## config.mk

```make
export PLATFORM = sky130hd
export DESIGN_NAME = syscfg_ctrl
export DESIGN_NICKNAME = d
export VERILOG_FILES = /design/src/rtl/syscfg_pkg.sv /design/src/rtl/syscfg_decode.sv /design/src/rtl/syscfg_lock.sv /design/src/rtl/syscfg_regfile.sv /design/src/rtl/syscfg_ctrl.sv
export SDC_FILE = /design/constraint.sdc
export NUM_CORES = 2
export LEC_CHECK = 0
export ABC_CLOCK_PERIOD_IN_PS = 2840
export BUFFER_PORTS_ARGS = -buffer_cell sky130_fd_sc_hd__buf_2
export CORE_UTILIZATION = 45
export DETAILED_ROUTE_END_ITERATION = 8
export PLACE_DENSITY = 0.56
export SLEW_MARGIN = 20
export SYNTH_ARGS = -nofsm -noshare
export SYNTH_HDL_FRONTEND = slang
export SYNTH_SLANG_ARGS = --single-unit
```

## constraint.sdc

```tcl
create_clock -name clk_i -period 2.84 [get_ports clk_i]
set_input_delay 0.568 -clock clk_i [delete_from_list [all_inputs] [get_ports clk_i]]
set_output_delay 0.568 -clock clk_i [all_outputs]
set_load 0.01 [all_outputs]
```

## src/rtl/syscfg_pkg.sv

```systemverilog
package syscfg_pkg;

    localparam int unsigned DW = 32;
    localparam int unsigned AW = 10;

    typedef enum logic [1:0] {
        ACC_NONE = 2'd0,
        ACC_RW   = 2'd1,
        ACC_RO   = 2'd2,
        ACC_WO   = 2'd3
    } acc_e;

    // word indices (byte offset / 4)
    localparam logic [AW-1:0] W_SCRATCH = 10'h000;
    localparam logic [AW-1:0] W_LOCK    = 10'h001;
    localparam logic [AW-1:0] W_UNLOCK  = 10'h002;
    localparam logic [AW-1:0] W_LKSTAT  = 10'h003;
    localparam logic [AW-1:0] W_PLLC0   = 10'h040;
    localparam logic [AW-1:0] W_PLLC1   = 10'h041;
    localparam logic [AW-1:0] W_PLLC2   = 10'h042;
    localparam logic [AW-1:0] W_PLLSTAT = 10'h043;
    localparam logic [AW-1:0] W_PLLG0   = 10'h044;
    localparam logic [AW-1:0] W_PLLG1   = 10'h045;
    localparam logic [AW-1:0] W_PLLG2   = 10'h046;
    localparam logic [AW-1:0] W_PRST    = 10'h080;
    localparam logic [AW-1:0] W_RSTWHY  = 10'h094;
    localparam logic [AW-1:0] W_BOOT    = 10'h097;
    localparam logic [AW-1:0] W_IDCODE  = 10'h14C;
    localparam logic [AW-1:0] W_DDRCAL  = 10'h183;
    localparam logic [AW-1:0] W_DDRREF  = 10'h185;
    localparam logic [AW-1:0] W_DDRCMD  = 10'h186;
    localparam logic [AW-1:0] W_DFISTAT = 10'h188;
    localparam logic [AW-1:0] W_MUX0    = 10'h1C0;

    localparam logic [15:0] KEY_LOCK   = 16'h767B;
    localparam logic [15:0] KEY_UNLOCK = 16'hDF0D;

    // storage slot numbering
    localparam int unsigned SLOT_SCRATCH = 0;
    localparam int unsigned SLOT_PLLC0   = 1;
    localparam int unsigned SLOT_PLLG0   = 4;
    localparam int unsigned SLOT_PRST    = 7;
    localparam int unsigned SLOT_RSTWHY  = 8;
    localparam int unsigned SLOT_MUX0    = 9;

    localparam logic [DW-1:0] RV_PLLCTRL = 32'h0001_A008;
    localparam logic [DW-1:0] RV_PLLSTAT = 32'h0000_003F;
    localparam logic [DW-1:0] RV_PLLCFG  = 32'h0001_4000;
    localparam logic [DW-1:0] RV_RSTWHY  = 32'h0000_0040;
    localparam logic [DW-1:0] RV_BOOT    = 32'h0000_0001;
    localparam logic [DW-1:0] RV_MUX     = 32'h0000_1601;
    localparam logic [DW-1:0] RV_MUX_LOW = 32'h0000_0601;
    localparam int unsigned   MUX_LOW_FIRST = 2;
    localparam int unsigned   MUX_LOW_LAST  = 8;

endpackage

```

## src/rtl/syscfg_decode.sv

```systemverilog
module syscfg_decode
    import syscfg_pkg::*;
#(
    parameter int unsigned    MUX_N    = 54,
    parameter logic [DW-1:0]  ID_VALUE = 32'h1B2D_3C4F,
    localparam int unsigned   NSLOT    = SLOT_MUX0 + MUX_N,
    localparam int unsigned   SW       = $clog2(NSLOT)
) (
    input  logic [AW-1:0] addr_i,
    input  logic          locked_i,
    output acc_e          acc_o,
    output logic          hit_o,
    output logic [SW-1:0] slot_o,
    output logic [DW-1:0] ro_val_o,
    output logic          is_lock_o,
    output logic          is_unlock_o,
    output logic          is_scratch_o,
    output logic          is_prst_o
);

    localparam int MUX_BASE = int'(W_MUX0);

    logic in_mux;

    always_comb begin
        in_mux = (int'(addr_i) >= MUX_BASE) && (int'(addr_i) < MUX_BASE + int'(MUX_N));
    end

    always_comb begin
        acc_o    = ACC_NONE;
        hit_o    = 1'b0;
        slot_o   = '0;
        ro_val_o = '0;
        if (in_mux) begin
            acc_o  = ACC_RW;
            hit_o  = 1'b1;
            slot_o = SW'(int'(addr_i) - MUX_BASE + int'(SLOT_MUX0));
        end else begin
            unique case (addr_i)
                W_SCRATCH: begin acc_o = ACC_RW; hit_o = 1'b1; slot_o = SW'(SLOT_SCRATCH); end
                W_PLLC0:   begin acc_o = ACC_RW; hit_o = 1'b1; slot_o = SW'(SLOT_PLLC0); end
                W_PLLC1:   begin acc_o = ACC_RW; hit_o = 1'b1; slot_o = SW'(SLOT_PLLC0 + 1); end
                W_PLLC2:   begin acc_o = ACC_RW; hit_o = 1'b1; slot_o = SW'(SLOT_PLLC0 + 2); end
                W_PLLG0:   begin acc_o = ACC_RW; hit_o = 1'b1; slot_o = SW'(SLOT_PLLG0); end
                W_PLLG1:   begin acc_o = ACC_RW; hit_o = 1'b1; slot_o = SW'(SLOT_PLLG0 + 1); end
                W_PLLG2:   begin acc_o = ACC_RW; hit_o = 1'b1; slot_o = SW'(SLOT_PLLG0 + 2); end
                W_PRST:    begin acc_o = ACC_RW; hit_o = 1'b1; slot_o = SW'(SLOT_PRST); end
                W_RSTWHY:  begin acc_o = ACC_RW; hit_o = 1'b1; slot_o = SW'(SLOT_RSTWHY); end
                W_LOCK, W_UNLOCK, W_DDRCAL, W_DDRREF: acc_o = ACC_WO;
                W_LKSTAT:  begin acc_o = ACC_RO; ro_val_o = {{(DW-1){1'b0}}, locked_i}; end
                W_PLLSTAT: begin acc_o = ACC_RO; ro_val_o = RV_PLLSTAT; end
                W_BOOT:    begin acc_o = ACC_RO; ro_val_o = RV_BOOT; end
                W_IDCODE:  begin acc_o = ACC_RO; ro_val_o = ID_VALUE; end
                W_DDRCMD, W_DFISTAT: acc_o = ACC_RO;
                default:   acc_o = ACC_NONE;
            endcase
        end
    end

    always_comb begin
        is_lock_o    = (addr_i == W_LOCK);
        is_unlock_o  = (addr_i == W_UNLOCK);
        is_scratch_o = (addr_i == W_SCRATCH);
        is_prst_o    = (addr_i == W_PRST);
    end

endmodule

```

## src/rtl/syscfg_lock.sv

```systemverilog
module syscfg_lock
    import syscfg_pkg::*;
(
    input  logic        clk_i,
    input  logic        rst_ni,
    input  logic        wr_i,
    input  logic        is_lock_i,
    input  logic        is_unlock_i,
    input  logic [15:0] key_i,
    output logic        locked_o
);

    typedef struct packed {
        logic locked;
    } lock_t;

    lock_t st_d, st_q;

    always_comb begin
        st_d = st_q;
        if (wr_i && is_lock_i && (key_i == KEY_LOCK)) begin
            st_d.locked = 1'b1;
        end else if (wr_i && is_unlock_i && (key_i == KEY_UNLOCK)) begin
            st_d.locked = 1'b0;
        end
    end

    always_ff @(posedge clk_i or negedge rst_ni) begin
        if (!rst_ni) begin
            st_q.locked <= 1'b1;
        end else begin
            st_q <= st_d;
        end
    end

    assign locked_o = st_q.locked;

endmodule

```

## src/rtl/syscfg_regfile.sv

```systemverilog
module syscfg_regfile
    import syscfg_pkg::*;
#(
    parameter int unsigned  MUX_N = 54,
    localparam int unsigned NSLOT = SLOT_MUX0 + MUX_N,
    localparam int unsigned SW    = $clog2(NSLOT)
) (
    input  logic          clk_i,
    input  logic          rst_ni,
    input  logic          we_i,
    input  logic [SW-1:0] wslot_i,
    input  logic [DW-1:0] wdata_i,
    input  logic [SW-1:0] rslot_i,
    output logic [DW-1:0] rdata_o
);

    function automatic logic [DW-1:0] init_val(int unsigned s);
        int unsigned m;
        if (s >= SLOT_MUX0) begin
            m = s - SLOT_MUX0;
            return (m >= MUX_LOW_FIRST && m <= MUX_LOW_LAST) ? RV_MUX_LOW : RV_MUX;
        end
        if (s >= SLOT_PLLC0 && s < SLOT_PLLC0 + 3) return RV_PLLCTRL;
        if (s >= SLOT_PLLG0 && s < SLOT_PLLG0 + 3) return RV_PLLCFG;
        if (s == SLOT_RSTWHY) return RV_RSTWHY;
        return '0;
    endfunction

    logic [NSLOT-1:0][DW-1:0] rd_arr;

    for (genvar g = 0; g < NSLOT; g++) begin : g_slot
        localparam logic [DW-1:0] RST_VAL = init_val(g);
        logic [DW-1:0] val_d, val_q;
        logic          sel;

        assign sel = we_i && (wslot_i == SW'(g));

        if (g == SLOT_SCRATCH) begin : g_bit
            always_comb begin
                val_d = val_q;
                if (sel) val_d = {{(DW-1){1'b0}}, wdata_i[0]};
            end
        end else begin : g_word
            always_comb begin
                val_d = val_q;
                if (sel) val_d = wdata_i;
            end
        end

        always_ff @(posedge clk_i or negedge rst_ni) begin
            if (!rst_ni) val_q <= RST_VAL;
            else         val_q <= val_d;
        end

        assign rd_arr[g] = val_q;
    end

    always_comb begin
        rdata_o = '0;
        if (int'(rslot_i) < int'(NSLOT)) rdata_o = rd_arr[rslot_i];
    end

endmodule

```

## src/rtl/syscfg_ctrl.sv

```systemverilog
module syscfg_ctrl
    import syscfg_pkg::*;
#(
    parameter int unsigned   MUX_N    = 54,
    parameter logic [31:0]   ID_VALUE = 32'h1B2D_3C4F
) (
    input  logic        clk_i,
    input  logic        rst_ni,
    input  logic        rd_en_i,
    input  logic        wr_en_i,
    input  logic [9:0]  addr_i,
    input  logic [31:0] wdata_i,
    output logic [31:0] rdata_o,
    output logic        acc_err_o,
    output logic        lock_err_o,
    output logic        srst_req_o
);

    localparam int unsigned NSLOT = SLOT_MUX0 + MUX_N;
    localparam int unsigned SW    = $clog2(NSLOT);

    typedef struct packed {
        logic [DW-1:0] rdata;
        logic          acc_err;
        logic          lock_err;
        logic          srst;
    } out_t;

    out_t st_d, st_q;

    acc_e          acc;
    logic          hit;
    logic [SW-1:0] slot;
    logic [DW-1:0] ro_val;
    logic          is_lock, is_unlock, is_scratch, is_prst;
    logic          lock_state;
    logic [DW-1:0] store_rd;

    logic key_wr, wr_dir_bad, wr_refused, store_we, rd_bad;

    syscfg_decode #(.MUX_N(MUX_N), .ID_VALUE(ID_VALUE)) u_dec (
        .addr_i      (addr_i),
        .locked_i    (lock_state),
        .acc_o       (acc),
        .hit_o       (hit),
        .slot_o      (slot),
        .ro_val_o    (ro_val),
        .is_lock_o   (is_lock),
        .is_unlock_o (is_unlock),
        .is_scratch_o(is_scratch),
        .is_prst_o   (is_prst)
    );

    syscfg_lock u_lock (
        .clk_i      (clk_i),
        .rst_ni     (rst_ni),
        .wr_i       (wr_en_i),
        .is_lock_i  (is_lock),
        .is_unlock_i(is_unlock),
        .key_i      (wdata_i[15:0]),
        .locked_o   (lock_state)
    );

    syscfg_regfile #(.MUX_N(MUX_N)) u_rf (
        .clk_i  (clk_i),
        .rst_ni (rst_ni),
        .we_i   (store_we),
        .wslot_i(slot),
        .wdata_i(wdata_i),
        .rslot_i(slot),
        .rdata_o(store_rd)
    );

    always_comb begin
        key_wr     = wr_en_i && (is_lock || is_unlock);
        wr_dir_bad = wr_en_i && (acc == ACC_NONE || acc == ACC_RO);
        wr_refused = wr_en_i && !wr_dir_bad && !key_wr && !is_scratch && lock_state;
        store_we   = wr_en_i && hit && !wr_dir_bad && !(lock_state && !is_scratch);
        rd_bad     = rd_en_i && (acc == ACC_NONE || acc == ACC_WO);
    end

    always_comb begin
        st_d          = st_q;
        st_d.acc_err  = wr_dir_bad || rd_bad;
        st_d.lock_err = wr_refused;
        st_d.srst     = store_we && is_prst && wdata_i[0];
        if (rd_en_i) begin
            if (rd_bad)   st_d.rdata = '0;
            else if (hit) st_d.rdata = store_rd;
            else          st_d.rdata = ro_val;
        end
    end

    always_ff @(posedge clk_i or negedge rst_ni) begin
        if (!rst_ni) begin
            st_q <= '0;
        end else begin
            st_q <= st_d;
        end
    end

    assign rdata_o    = st_q.rdata;
    assign acc_err_o  = st_q.acc_err;
    assign lock_err_o = st_q.lock_err;
    assign srst_req_o = st_q.srst;

endmodule

```

After elaboration in Yosys (flattened, before gate mapping)
Cells that the tools add are included.
{ "op_classes": {"reduce_logical": 96, "magnitude_cmp": 4, "n_addsub": 2, "n_eq_ne": 84, "muxes": 15} }
{ "op_table": {"columns": ["op", "n"], "rows": [
  ["32-bit binary-select mux with 6-bit select", 1],
  ["6-bit == test (second input constant)", 31],
  ["32-bit two-way mux", 5],
  ["29-bit one-hot mux with 4 select lines", 1],
  ["6-bit by 5-bit == test with 1-bit output (second input constant)", 16],
  ["1-bit logical AND", 81],
  ["10-bit by 7-bit == test with 1-bit output (second input constant)", 7],
  ["10-bit by 9-bit == test with 1-bit output (second input constant)", 5],
  ["6-bit by 4-bit == test with 1-bit output (second input constant)", 8],
  ["4-bit one-hot mux with 8 select lines", 1],
  ["10-bit by 8-bit == test with 1-bit output (second input constant)", 3],
  ["6-bit by 3-bit == test with 1-bit output (second input constant)", 4],
  ["10-bit by 2-bit == test with 1-bit output (second input constant)", 2],
  ["16-bit by 15-bit == test with 1-bit output (second input constant)", 1],
  ["16-bit == test (second input constant)", 1],
  ["6-bit by 2-bit == test with 1-bit output (second input constant)", 2],
  ["10-bit by 1-bit == test with 1-bit output (second input constant)", 1],
  ["10-bit by 9-bit >= comparator with 1-bit output (second input constant)", 1],
  ["10-bit logical NOT", 1],
  ["10-bit by 9-bit less-than comparator with 1-bit output (second input constant)", 1],
  ["9-bit OR reduction", 1],
  ["6-bit by 7-bit less-than comparator with 1-bit output (second input constant)", 1],
  ["6-bit by 5-bit adder with 6-bit output (second input constant)", 1],
  ["6-bit by 1-bit == test with 1-bit output (second input constant)", 1],
  ["other kinds (14)", 24]
]} }
{ "totals": {"wordCells": 269, "ff_bits": 2021, "inputBits": 46} }

Longest topological paths before layout
{ "logic_depth": {"word_depth": 12, "ltp_mapped": 17} }

Hierarchy
Synthesis repeated with hierarchy kept, for this count alone.
{ "hier_totals": {"hier_cells": 6137, "area_unflattened_um2": 93464.6} }
{ "by_module_without_submodules": {"columns": ["module", "seq_area_each_um2", "cells_each", "area_each_um2", "n_inst"], "rows": [
  ["syscfg_regfile", 49957.9, 5888, 90892.2, 1],
  ["syscfg_ctrl", 875.8, 124, 1656.6, 1],
  ["syscfg_decode", 0.0, 112, 808.3, 1],
  ["syscfg_lock", 26.3, 13, 107.6, 1]
]} }

Worst setup path before layout
No wires, ideal clock.
{ "synth_timing": {"path_kind": "input port to flip-flop", "from": "in addr_i[0]", "to": "reg st_q, in the netlist rdata_o[23]", "cell_stages": 15, "n_path_buf": 4, "t_arrival_ps": 3295, "path_slack_ps": -550, "setup_ps": 95, "cell_sequence": "inv_1 -> ha_1 -> nand2b_1 -> a2111oi_4 -> nor3_2 -> buf_2 -> buf_2 -> buf_2 -> buf_1 -> nand2_1 -> nand3_1 -> nand2_1 -> a221oi_1 -> nor2_1 -> o32ai_2"} }
{ "synth_between": {"elab_chain_cells": 8} }
{ "synth_lines": {"columns": ["item", "line", "rtl"], "rows": [
  ["start, declared", "syscfg_ctrl.sv:11", "input logic [9:0] addr_i,"],
  ["6-bit by 1-bit subtractor with 6-bit output, or another cell as far along", "syscfg_decode.sv:37", "slot_o = SW'(int'(addr_i) - MUX_BASE + int'(SLOT_MUX0));"],
  ["6-bit by 5-bit adder with 6-bit output, or another cell as far along", "syscfg_decode.sv:37", null],
  ["6-bit two-way mux or 2-bit one-hot mux with 3 select lines (tied branches)", "syscfg_decode.sv:34, syscfg_decode.sv:39", null],
  ["32-bit binary-select mux with 6-bit select or 2-bit two-way mux (tied branches)", "syscfg_regfile.sv:60, syscfg_decode.sv:34", null],
  ["32-bit two-way mux (not written as such), or another cell as far along", "syscfg_regfile.sv:60", "if (int'(rslot_i) < int'(NSLOT)) rdata_o = rd_arr[rslot_i];"],
  ["32-bit two-way mux or 1-bit logical OR (tied branches)", "syscfg_regfile.sv:60, syscfg_ctrl.sv:79", null],
  ["32-bit two-way mux or 1-bit logical AND (tied branches)", "syscfg_ctrl.sv:89, syscfg_ctrl.sv:79", null],
  ["32-bit two-way mux (*)", "syscfg_ctrl.sv:88", "if (rd_bad) st_d.rdata = '0;"],
  ["end signal, assigned", "syscfg_ctrl.sv:98", "st_q <= st_d;"],
  ["end, declared", "syscfg_ctrl.sv:29", "out_t st_d, st_q;"]
]} }
Every way passes the cells marked *; elsewhere a longest branch is shown, timed or not. The select of a mux whose other input is x is not followed.
A chain may end at the register's enable or synchronous reset.

Worst setup path after layout
{ "layout_timing": {"from": "in addr_i[5]", "to": "reg st_q, in the netlist rdata_o[25]"} }
The elaborated chain is that of the path after synthesis.

==> metrics.md <==
| Metric | Value |
|---|---|
| Status | finished with violations |
| Failing checks | setup timing |
| Top cells by area, synth | dfrtp_1 47%, mux2_2 22%, dfstp_2 6.4% |
| Async set or reset register ratio after synthesis | 1.000 |
| Syn. warnings | 0 |
| Vias in the first global route | 67656 |
| Leak Pwr | about 54 nW |
| Synthesized area | 94570 sq um |
| Chip width | 460.4 um |
| Worst-Margin Slew | 0.8844 ns |
| Crit path required time | 3.64 ns |
| Setup CP Type | input pin to flop |
| R2r endpoint | u_rf.g_slot[31].val_q[15] |
| Fin nets | roughly 8400 |
| Max FO, Critical Path | 8 |
| 1st-iter DRT viols | 6346 |
| Sequential power share | 0.475 |
| Die Ht | 460.4 um |
| Met1 Use GR | 0.4349 |
| Logic pwr share | 0.050 |
| F_max | 331.9 MHz |
| R2R cell count | 7 |
| # port buffers | 80 |
| # clock sinks | 2021 |
| Synthesized area per cell | between 10 and 15 sq um |
| Hold wc startpoint | wdata_i[10] |
| Crit-path cells | buf_6, or4_4, a2111oi_4, or3_4, buf_12, buf_16, buf_12, mux2i_1, mux4_2, a22o_1, a21oi_2, buf_6, nand4_1, o21ai_1 |
| Cell Count, Final, Fillers Out | 11343 |
| DRT Wirelength | 333.8 mm |
| Met2 Track Usage GR | 0.4870 |
| Startpoint Class | input pin |
| Worst hold path depth | 4 |
| Clock power frac | 0.475 |
| Antenna violations before repair | 23 |
| Reg-to-reg slack, setup | 0.44 ns |
| WP buf/inv | 5 |
| Drt first pass iters | 6 |
| TritonCTS clock tree | done |
| Period minus WS final | 3.013 ns |
| Tcrit/Tclk final | 1.061 |
| Num CTS Buffers | 214 |
| Area Overhead vs Synth | 22.50% |
| Top-area cell type share of the netlist area | 0.4742 |
| Setup Viol. Count Final | 33 |
| Number of synthesized flops with an enable pin | 0 |
| Setup TNS | -2.009 ns |
| Clock skew | 0.03111 ns |
| Switching Share | 0.2344 |
| Post-DP HPWL | 210.7 mm |
| DRT antenna net count | 0 |
| Fin. max-slew vios | 0 |
| Worst path max stage delay | 0.59 ns |
| Int Pwr | around 47 mW |
| CP max stage cell | or4_4 |
| Clock Path Buffers | 3 |
| Routed len/inst | 29.42 um |
| Register area share after synthesis | 0.5378 |
| Initial Util | 0.4548 |
| GPL Wtd Cong | between 0.8 and 0.9 |
| Hold Vio Cnt, Final | 0 |
| RR Startpoint | u_lock.locked_o |
| CTS clk-pin slew, worst paths | 0.06 ns |
| Grt met3 use | 0.04900 |
| Netlist cell types | 78 |
| Share of cells above drive strength 1 | 0.4465 |
| Clock Tree Root | clkbuf_16 |
| Synth Register Bits | 2021 |
| Max VDD drop | 0.0007490 V |
| PwrDens | 526.5 nW/um^2 |
| Post-synthesis cell count | 7815 |
| Mapped Nets | 7865 |
| Inst Count DP | 10789 |
| Max_slew headroom | 0.4104 |
| RSZ-0062 raised after global routing | true |
| Vias/cell | 5.960 |
| Final WS setup | -0.1733 ns |
| Remaining DRCs | 0 |
| Hold crit path type | input pin to flop |
| Tot GR Track Use | 0.3109 |
| Top_reg_cell synth | dfrtp_1 |
| Die area | 212000 sq um |
| First-pass GRT wire length | 480.9 mm |
| Row count | 167 |
| Fill count | approximately 17000 |
| H-Tree Depth | 4 |
| Switching power | 14.30 mW |
| Hold Crit Endpoint | u_lock.locked_o |
| CP Data Arrival Time | 3.81 ns |
| Pin count of the biggest net entering global routing | approximately 130 |
| Maximum Capacitance Violations | 0 |
| Critical path capture point type | flop |
| Top delay family on crit path | simple AND/OR/NAND/NOR gates |
| GRT overflow | 0 |
| Busiest grt layer | met2 |
| Vias | 67599 |
| Io pins | 81 |
| Synth area leader | dfrtp_1 |
| Core Box Area | 207900 sq um |
| Clk_lat worst skew | 0.89 ns |
## sequential cells by signal, summed over array words and instances (netlist names)
signal,count
u_rf.g_slot.val_q,1985
rdata_o,32
acc_err_o,1
lock_err_o,1
srst_req_o,1
u_lock.locked_o,1
## logic make-up after synthesis
group / after synthesis / share of synthesized area
xor+xnor: 2 / 0.0001853
buf+inv: 747 / 0.03710
simple gates: 2038 / 0.09346
compound gates: 602 / 0.04106
flops: 2021 / 0.5378
mux: 2401 / 0.2898
fa+ha+maj: 4 / 0.0005293
## routing by layer
metal	wire length (um)	vias to the layer above
met5	46	-
met4	13290	8
met3	22520	617
met2	153400	2491
met1	144500	35716
li1	-	28767
## power groups by stage
stage,sequential (mW),clock [mW],combinational (mW)
after floorplan,29.5,0,1.02
after global placement,29.5,0,2.78
after detailed placement,29.5,0,2.82
after CTS,29.0,29.5,2.93
after global routing,29.0,30.7,3.25
final,29.0,29.0,3.04
## cells in the mapped netlist (all sizes together), types with 11 or more instances
cell and instances:
a32oi 47, a22o 16, o31ai 11, clkbuf 318, a211oi 48, and3 21
a21oi 273, o21ai 52, mux2 1988, mux4 71, nor3 45, dfstp 229
nor2 66, nand3 532, o41ai 21, a31oi 46, mux2i 342, dfrtp 1792
o211ai 14, nand4 38, buf 418, nor4 16, nand2 1278
## through the flow
| step | area [sq um] | power [mW] | hold slack (ns) | utilization | setup WS [ns] |
|---|---|---|---|---|---|
| after detailed placement | 105100 | 32.30 | 0.4740 | 0.5056 | -1.516 |
| final | 115800 | 60.99 | 0.1562 | 0.5572 | -0.1733 |
| after global routing | 115800 | 62.88 | 0.1305 | 0.5571 | -0.1921 |
| after floorplan | 94810 | 30.49 | 0.2724 | - | -0.4508 |
| after CTS | 113900 | 61.36 | 0.1286 | 0.5481 | -0.1506 |
| after global placement | 105100 | 32.26 | 0.4631 | 0.5053 | -1.961 |
## worst min-delay path, cell delays in order
cell and delay, ns:
buf_2 0.16, nand4_1 0.10, or3_1 0.12, o21ai_0 0.09
## final cells by class
class                      count  area [sq um]  share of cell area
inverter                      11         43.79           0.0003780
clock buffer                 333          6324             0.05459
sequential                  2021         50860              0.4390
tap                         2788          3488             0.03011
clock inverter                70         952.2            0.008219
timing repair buffer        1066         12500              0.1079
antenna                        7         17.52           0.0001512
multi-input combinational   5047         41660              0.3596
## cell usage in the layout, fill, tap and decap left out, types with 68 or more instances in the layout
cell type | synthesis | final
mux2i_1 | 342 | 335
dfrtp_1 | 1792 | 1792
mux2_1 | 130 | 130
buf_2 | 253 | 74
a21oi_1 | 273 | 233
dfstp_2 | 229 | 229
nand3_1 | 532 | 503
mux4_2 | 71 | 71
clkbuf_1 | 318 | 68
buf_12 | 1 | 267
nand2_1 | 1274 | 1252
mux2_2 | 1858 | 1858
clkbuf_16 | 0 | 232
buf_4 | 28 | 604
## worst max path at each step
| stage | cells past startpoint | from | to | slack (ns) |
|---|---|---|---|---|
| floorplan | 14 | addr_i[3] | rdata_o[23] | -0.45 |
| global placement | 13 | addr_i[9] | rdata_o[22] | -1.96 |
| detailed placement | 14 | addr_i[9] | rdata_o[17] | -1.52 |
| CTS | 12 | addr_i[9] | rdata_o[21] | -0.15 |
| global route | 14 | addr_i[5] | rdata_o[25] | -0.19 |
| finish | 14 | addr_i[5] | rdata_o[25] | -0.17 |
## what timing repair did
action,in CTS,in global routing
resized for setup,133,202
setup buffers,50,68
hold endpoints to repair,121,0
gates cloned,16,19
endpoints found under the setup margin,835,1287
pin swaps,29,96
hold buffers,1,0
No activity file was read; power rests on OpenSTA's default activity.
